$ cat src/rtl/uvr_pkg.sv
package uvr_pkg;
  typedef logic [1:0] dly_code_t;

  localparam dly_code_t DLY_CODE_DEFAULT = 2'd0;

  // Release delay in ticks: 8 ms scaled by a power of two.
  function automatic int unsigned dly_ticks(dly_code_t code, int unsigned tpm);
    return (32'd8 << code) * tpm;
  endfunction
endpackage

$ cat src/rtl/uvr_rail_filter.sv
module uvr_rail_filter #(
  parameter int SYNC_STAGES = 2,
  parameter int DEB_TICKS   = 4
) (
  input  logic clk,
  input  logic rst_n,
  input  logic tick,
  input  logic raw_ok,
  output logic ok_o
);
  localparam int DCW = $clog2(DEB_TICKS + 1);

  logic [SYNC_STAGES-1:0] sh;
  logic                   synced;
  logic [DCW-1:0]         cnt;

  always_ff @(posedge clk or negedge rst_n) begin
    if (!rst_n) sh <= '0;
    else        sh <= {sh[SYNC_STAGES-2:0], raw_ok};
  end

  assign synced = sh[SYNC_STAGES-1];

  // A new level must persist for DEB_TICKS ticks before it is accepted.
  always_ff @(posedge clk or negedge rst_n) begin
    if (!rst_n) begin
      ok_o <= 1'b0;
      cnt  <= '0;
    end else if (synced == ok_o) begin
      cnt <= '0;
    end else if (tick) begin
      if (cnt == DCW'(DEB_TICKS - 1)) begin
        ok_o <= synced;
        cnt  <= '0;
      end else begin
        cnt <= cnt + 1'b1;
      end
    end
  end
endmodule

$ cat src/rtl/uvr_cfg_keep.sv
module uvr_cfg_keep
  import uvr_pkg::*;
#(
  parameter int SYNC_STAGES = 2
) (
  input  logic      clk,
  input  logic      rst_n,
  input  logic      sleep,
  input  logic      retain_ok,
  input  logic      wr,
  input  dly_code_t wr_code,
  output dly_code_t code_o,
  output logic      lost_o,
  output logic      wake_o
);
  logic [SYNC_STAGES-1:0] ret_sh;
  logic                   ret_s;
  logic                   sleep_q;

  always_ff @(posedge clk or negedge rst_n) begin
    if (!rst_n) begin
      ret_sh  <= '1;
      sleep_q <= 1'b0;
    end else begin
      ret_sh  <= {ret_sh[SYNC_STAGES-2:0], retain_ok};
      sleep_q <= sleep;
    end
  end

  assign ret_s  = ret_sh[SYNC_STAGES-1];
  assign wake_o = sleep_q & ~sleep;

  // Sticky loss flag: set by a retention drop during sleep, cleared by the reload.
  always_ff @(posedge clk or negedge rst_n) begin
    if (!rst_n)              lost_o <= 1'b0;
    else if (wake_o)         lost_o <= 1'b0;
    else if (sleep && !ret_s) lost_o <= 1'b1;
  end

  always_ff @(posedge clk or negedge rst_n) begin
    if (!rst_n)                code_o <= DLY_CODE_DEFAULT;
    else if (wake_o && lost_o) code_o <= DLY_CODE_DEFAULT;
    else if (wr && !sleep)     code_o <= wr_code;
  end
endmodule

$ cat src/rtl/uvr_release_timer.sv
module uvr_release_timer #(
  parameter int CW = 16
) (
  input  logic          clk,
  input  logic          rst_n,
  input  logic          tick,
  input  logic          all_ok,
  input  logic [CW-1:0] lim_m1,
  output logic          rst_n_o
);
  logic [CW-1:0] dcnt;

  always_ff @(posedge clk or negedge rst_n) begin
    if (!rst_n) begin
      rst_n_o <= 1'b0;
      dcnt    <= '0;
    end else if (!all_ok) begin
      rst_n_o <= 1'b0;
      dcnt    <= '0;
    end else if (!rst_n_o && tick) begin
      if (dcnt >= lim_m1) begin
        rst_n_o <= 1'b1;
        dcnt    <= '0;
      end else begin
        dcnt <= dcnt + 1'b1;
      end
    end
  end
endmodule

$ cat src/rtl/uvr_reset_delay.sv
module uvr_reset_delay
  import uvr_pkg::*;
#(
  parameter int N_RAILS      = 3,
  parameter int SYNC_STAGES  = 2,
  parameter int DEB_TICKS    = 4,
  parameter int TICKS_PER_MS = 1000
) (
  input  logic               clk,
  input  logic               rst_n,
  input  logic               tick,
  input  logic [N_RAILS-1:0] rail_ok,
  input  logic               retain_ok,
  input  logic               sleep,
  input  logic               cfg_wr,
  input  logic [1:0]         cfg_code,
  output logic               mcu_rst_n
);
  localparam int CW = $clog2(64 * TICKS_PER_MS);

  logic [N_RAILS-1:0] rail_f;
  logic               all_ok;
  dly_code_t          dly_code;
  logic               cfg_lost;
  logic               wake;
  logic [CW-1:0]      lim_m1;

  for (genvar i = 0; i < N_RAILS; i++) begin : g_rail
    uvr_rail_filter #(
      .SYNC_STAGES(SYNC_STAGES),
      .DEB_TICKS  (DEB_TICKS)
    ) filt_i (
      .clk   (clk),
      .rst_n (rst_n),
      .tick  (tick),
      .raw_ok(rail_ok[i]),
      .ok_o  (rail_f[i])
    );
  end

  assign all_ok = &rail_f;

  uvr_cfg_keep #(
    .SYNC_STAGES(SYNC_STAGES)
  ) cfg_i (
    .clk      (clk),
    .rst_n    (rst_n),
    .sleep    (sleep),
    .retain_ok(retain_ok),
    .wr       (cfg_wr),
    .wr_code  (cfg_code),
    .code_o   (dly_code),
    .lost_o   (cfg_lost),
    .wake_o   (wake)
  );

  always_comb lim_m1 = CW'(dly_ticks(dly_code, TICKS_PER_MS) - 32'd1);

  uvr_release_timer #(
    .CW(CW)
  ) tmr_i (
    .clk    (clk),
    .rst_n  (rst_n),
    .tick   (tick),
    .all_ok (all_ok),
    .lim_m1 (lim_m1),
    .rst_n_o(mcu_rst_n)
  );
endmodule

$ cat config.mk
export PLATFORM = sky130hd
export DESIGN_NAME = uvr_reset_delay
export DESIGN_NICKNAME = d
export VERILOG_FILES = /design/src/rtl/uvr_pkg.sv /design/src/rtl/uvr_rail_filter.sv /design/src/rtl/uvr_cfg_keep.sv /design/src/rtl/uvr_release_timer.sv /design/src/rtl/uvr_reset_delay.sv
export SDC_FILE = /design/constraint.sdc
export NUM_CORES = 1
export LEC_CHECK = 0
export CAP_MARGIN = 5
export CORE_MARGIN = 2
export CORE_UTILIZATION = 40
export CTS_BUF_LIST = sky130_fd_sc_hd__clkbuf_4 sky130_fd_sc_hd__clkbuf_8
export DETAILED_ROUTE_END_ITERATION = 8
export HOLD_SLACK_MARGIN = 0.08
export SETUP_SLACK_MARGIN = 0.2
export SYNTH_ARGS = -nofsm -noshare
export SYNTH_HDL_FRONTEND = slang
export SYNTH_SLANG_ARGS = --single-unit
export TNS_END_PERCENT = 10
$ cat constraint.sdc
create_clock -name clk -period 7.2 [get_ports clk]
set_input_delay 2.16 -clock clk [delete_from_list [all_inputs] [get_ports clk]]
set_output_delay 2.16 -clock clk [all_outputs]
set_load 0.01 [all_outputs]
==> results.md <==
- The final critical-path required period is 4.63 ns.
- The number of violations of the max-capacitance limit is 0.
- The analysis attributes to cell leakage a power of 0.00124 uW.
- The detailed router finished its first iteration with 102 violations.
- The number of global-route vias before repair was 1792.
- The count of antenna-violating nets left after detailed routing is 0.
- The worst-case IR drop observed on VDD is 0.108 mV.
- In this run the tightest slew margin relative to its limit is 0.389.
- The latest clock arrival within the worst-skew pair is 0.30 ns.
- After detailed placement, the design holds a cell count of 338.
- The worst setup path is launched from a flop.
- The mean number of vias per cell is 5.34.
- The final-report max-slew violation count came to 0.
- For this design the total switching power over the nets is 177 uW.
- The total half-perimeter wirelength after legalization and detailed placement is 3310 um.
- The clock tree root buffer cell is clkbuf_8.
- The final worst-path cycle share is 0.643.
- STA classifies the critical path endpoint as a flop.
- The synthesized area is 2470 um^2.
- Traced cell by cell, the critical path runs through inv_1, ha_1, ha_1, ha_1, inv_1, fa_1, inv_1, ha_1, xor2_1, xnor2_1, xnor2_1, xnor2_1, ha_1, a21oi_1, nor2_1, a2111o_1, a2111o_1, o311ai_2.
- After synthesis, the share of flip-flops with an asynchronous set or reset is 1.00.
- Yosys mapped a number of flops with a built-in enable equal to 0.
- The number of core rows is 28.
- The number of buffers inserted during clock tree synthesis is 5.
- The final layout net count is 309.
- Along the worst path, the maximum fanout reaches 8.
- For this run, the register share of the synthesized area comes to 0.416.
- The area fraction in compound gates after synthesis was 0.122.
- The number of setup buffers added after CTS is 0.
- The core footprint is 5960 um^2.
- The reg2reg setup slack is 2.57 ns.
- Static timing analysis puts the maximum clock frequency at 216 MHz.
- The worst setup path is of the reg2reg kind.
- The synthesized area per cell is 9.62 um^2.
- The net switching share of the total power is 0.309.
- The worst endpoint required time is 7.40 ns.
- The pre-antenna-repair detailed-routing pass consisted of 4 iterations.
- The sequential share of power is 0.476.
- The simple-gate area share of the yosys netlist is 0.222.
- Setup repair after global routing left no endpoint under its margin.
- The largest individual stage delay along the critical path comes from the cell a2111o_1.
- The count of unique library cells instantiated by Yosys is 49.
- Across every metal layer, demand over resource in global routing totals 0.161.
- The number of setup violations in the final report is 0.
- Synthesis produced a netlist whose cell count is 257.
- The final hold violation count is 0.
- The die covers 6830 um^2.
- The area added between synthesis and finish is 11.8%.
- The predominant post-synthesis flop cell is dfrtp_1.
- The remaining global-route overflow is 0.
- Port buffering added 11 buffers.
- In the final timing run, aggregate negative setup slack is 0 ns.
- The post-detailed-route DRC marker count is 0.
- The most common cell after layout, fill and taps aside is dfrtp_1.
- The overall routed net length is 4790 um.
- The clock transition time at the flip-flop clock pins of the worst setup and hold paths is 0.08 ns.
- The clock power share is 0.282.
- In this run the power density over the cells is 208 nW/um^2.
- From left edge to right edge, the die measures 82.6 um.
- The top-level I/O count is 12.
- For this design, the sink count on the clock tree is 41.
- The cell that appears most often on the critical path is ha_1.
- The multiplexer share of the synthesized area is 0.0298.
- The count of H-tree levels built during CTS is 2.
- The first global-routing pass estimated 8290 um of wire.
- The clock skew is 0.00648 ns.
- The repair_antennas step left the layout with diodes totalling 0.
- The final weighted congestion of routability-driven global placement is 0.789.
- In the final routed layout, each cell accounts on average for 13.8 um.
- The number of gates resized after CTS was 0.
- During synthesis, Yosys emitted a total of 0 warnings.
- The clock passes through at most 2 buffers.
- The kind of path behind the tightest hold check is reg2reg.
- The largest net degree at the start of global routing is 42.
- Internal power comes to 398 uW.
- For this configuration, the core starts out at a cell density of 0.415.
- Hold timing on the final database bottoms out at a slack of 0.355 ns.
- The flow ran to the end, and the final reports show no timing, DRC or antenna violations.
- TritonCTS built the clock tree.
- For the pin with the worst max-slew slack, the measured transition is 0.916 ns.
- The hold buffer count at cts is 0.
- The adder and majority gate portion of the synthesized area is 0.145.
- Grouping stages by cell kind, the critical path spends the most delay in adder cells.
- Counting both buffers and inverters, the worst setup path holds a total of 3.
- The share of total power dissipated in combinational logic is 0.242.
- The non-filler instance count after layout is 346.
- The initial antenna violation count is 0.
- Counting flops and latches in the post-synthesis netlist gives 41.
- Of the total synthesized cell area, the portion taken by XOR and XNOR cells is 0.0319.
- The delay of the slowest critical-path stage is 0.54 ns.
- The fraction of layout instances using a drive strength above 1 is 0.0996.
- Data on the critical path arrives at its endpoint at 4.83 ns.
- The combinational family with the most area after synthesis is simple AND/OR/NAND/NOR gates.
- Summing internal, switching and leakage power gives 575 uW.
- The total number of vias is 1847.
- The vertical die dimension is 82.6 um.
- In the layout the commonest cells are 39 x dfrtp_1, 38 x nand2_1, 27 x ha_1, 18 x nand3_1.
- Counting every net in the synthesized netlist gives 296.
- Measured on the finished design, the core utilization comes to 0.464.
[through the flow]
stage,cell area [um^2],setup slack [ns]
detailed placement,2670,2.53
global route,2770,2.28
finish,2770,2.57
global placement,2670,2.68
floorplan,2470,2.95
CTS,2770,2.53
[power groups by stage]
stage	combinational, uW	sequential, uW	clock (uW)
6_report	139	274	162
5_1_grt	159	278	182
4_1_cts	142	275	170
3_5_place_dp	141	279	0
3_3_place_gp	139	279	0
2_1_floorplan	106	274	0
[per-layer routing]
layer / share of wire / vias up / global-route usage
met5: 0 / - / 0
met3: 0.027 / 2 / 0.0457
met2: 0.45 / 17 / 0.252
li1: - / 942 / -
met1: 0.52 / 886 / 0.220
met4: 0.0069 / 0 / 0.0443
[sequential cells by signal, indices dropped and copies added (netlist names)]
register and count:
cfg_i.code_o 2, cfg_i.lost_o 1, cfg_i.ret_sh 2, cfg_i.sleep_q 1
g_rail.filt_i.cnt 9, g_rail.filt_i.ok_o 3, g_rail.filt_i.sh 6, tmr_i.dcnt 16
tmr_i.rst_n_o 1
[synthesized netlist by cell type, types with 2 or more instances]
master | number | area (um^2)
o21ai_0 | 4 | 20.0
nor4_1 | 2 | 12.5
a2111o_1 | 2 | 22.5
dfstp_2 | 2 | 52.6
a21o_1 | 2 | 15.0
mux2_2 | 3 | 33.8
and3_1 | 3 | 18.8
nand4_1 | 14 | 87.6
mux2i_1 | 4 | 40.0
nand3_1 | 18 | 90.1
nor2_1 | 14 | 52.6
o311ai_2 | 4 | 65.1
dfrtp_1 | 39 | 976
nand2b_1 | 3 | 18.8
nand3b_1 | 2 | 15.0
a22o_1 | 2 | 17.5
clkbuf_1 | 6 | 22.5
nor3_1 | 7 | 35.0
a21oi_1 | 13 | 65.1
ha_1 | 27 | 338
inv_1 | 13 | 48.8
or2_2 | 2 | 12.5
xnor2_1 | 8 | 70.1
nand2_1 | 38 | 143
[cell type report]
class / count / area (um^2)
fill: 592 / 3190
multi-input combinational: 194 / 1370
sequential: 41 / 1030
timing repair buffer: 14 / 128
tap: 75 / 93.8
clock buffer: 6 / 82.6
inverter: 14 / 52.6
clock inverter: 2 / 13.8
[final timing paths]
path / cells after the start / to / startpoint
min in group asynchronous: 1 / cfg_i.sleep_q / rst_n
hold / removal: 0 / g_rail[1].filt_i.sh[1] / g_rail[1].filt_i.sh[0]
setup reg to reg: 18 / tmr_i.dcnt[11] / cfg_i.code_o[1]
setup / recovery: 18 / tmr_i.dcnt[11] / cfg_i.code_o[1]
max in group asynchronous: 1 / g_rail[1].filt_i.sh[0] / rst_n
hold reg to reg: 0 / g_rail[1].filt_i.sh[1] / g_rail[1].filt_i.sh[0]
[cell families after synthesis]
| family | after synthesis |
|---|---|
| multiplexers | 7 |
| buffers and inverters | 22 |
| AND/OR/NAND/NOR | 111 |
| adder cells (fa/ha/maj) | 28 |
| flip-flops | 41 |
| AO/OA/AOI/OAI | 39 |
| XOR/XNOR | 9 |
No activity file was read; power rests on OpenSTA's default activity.
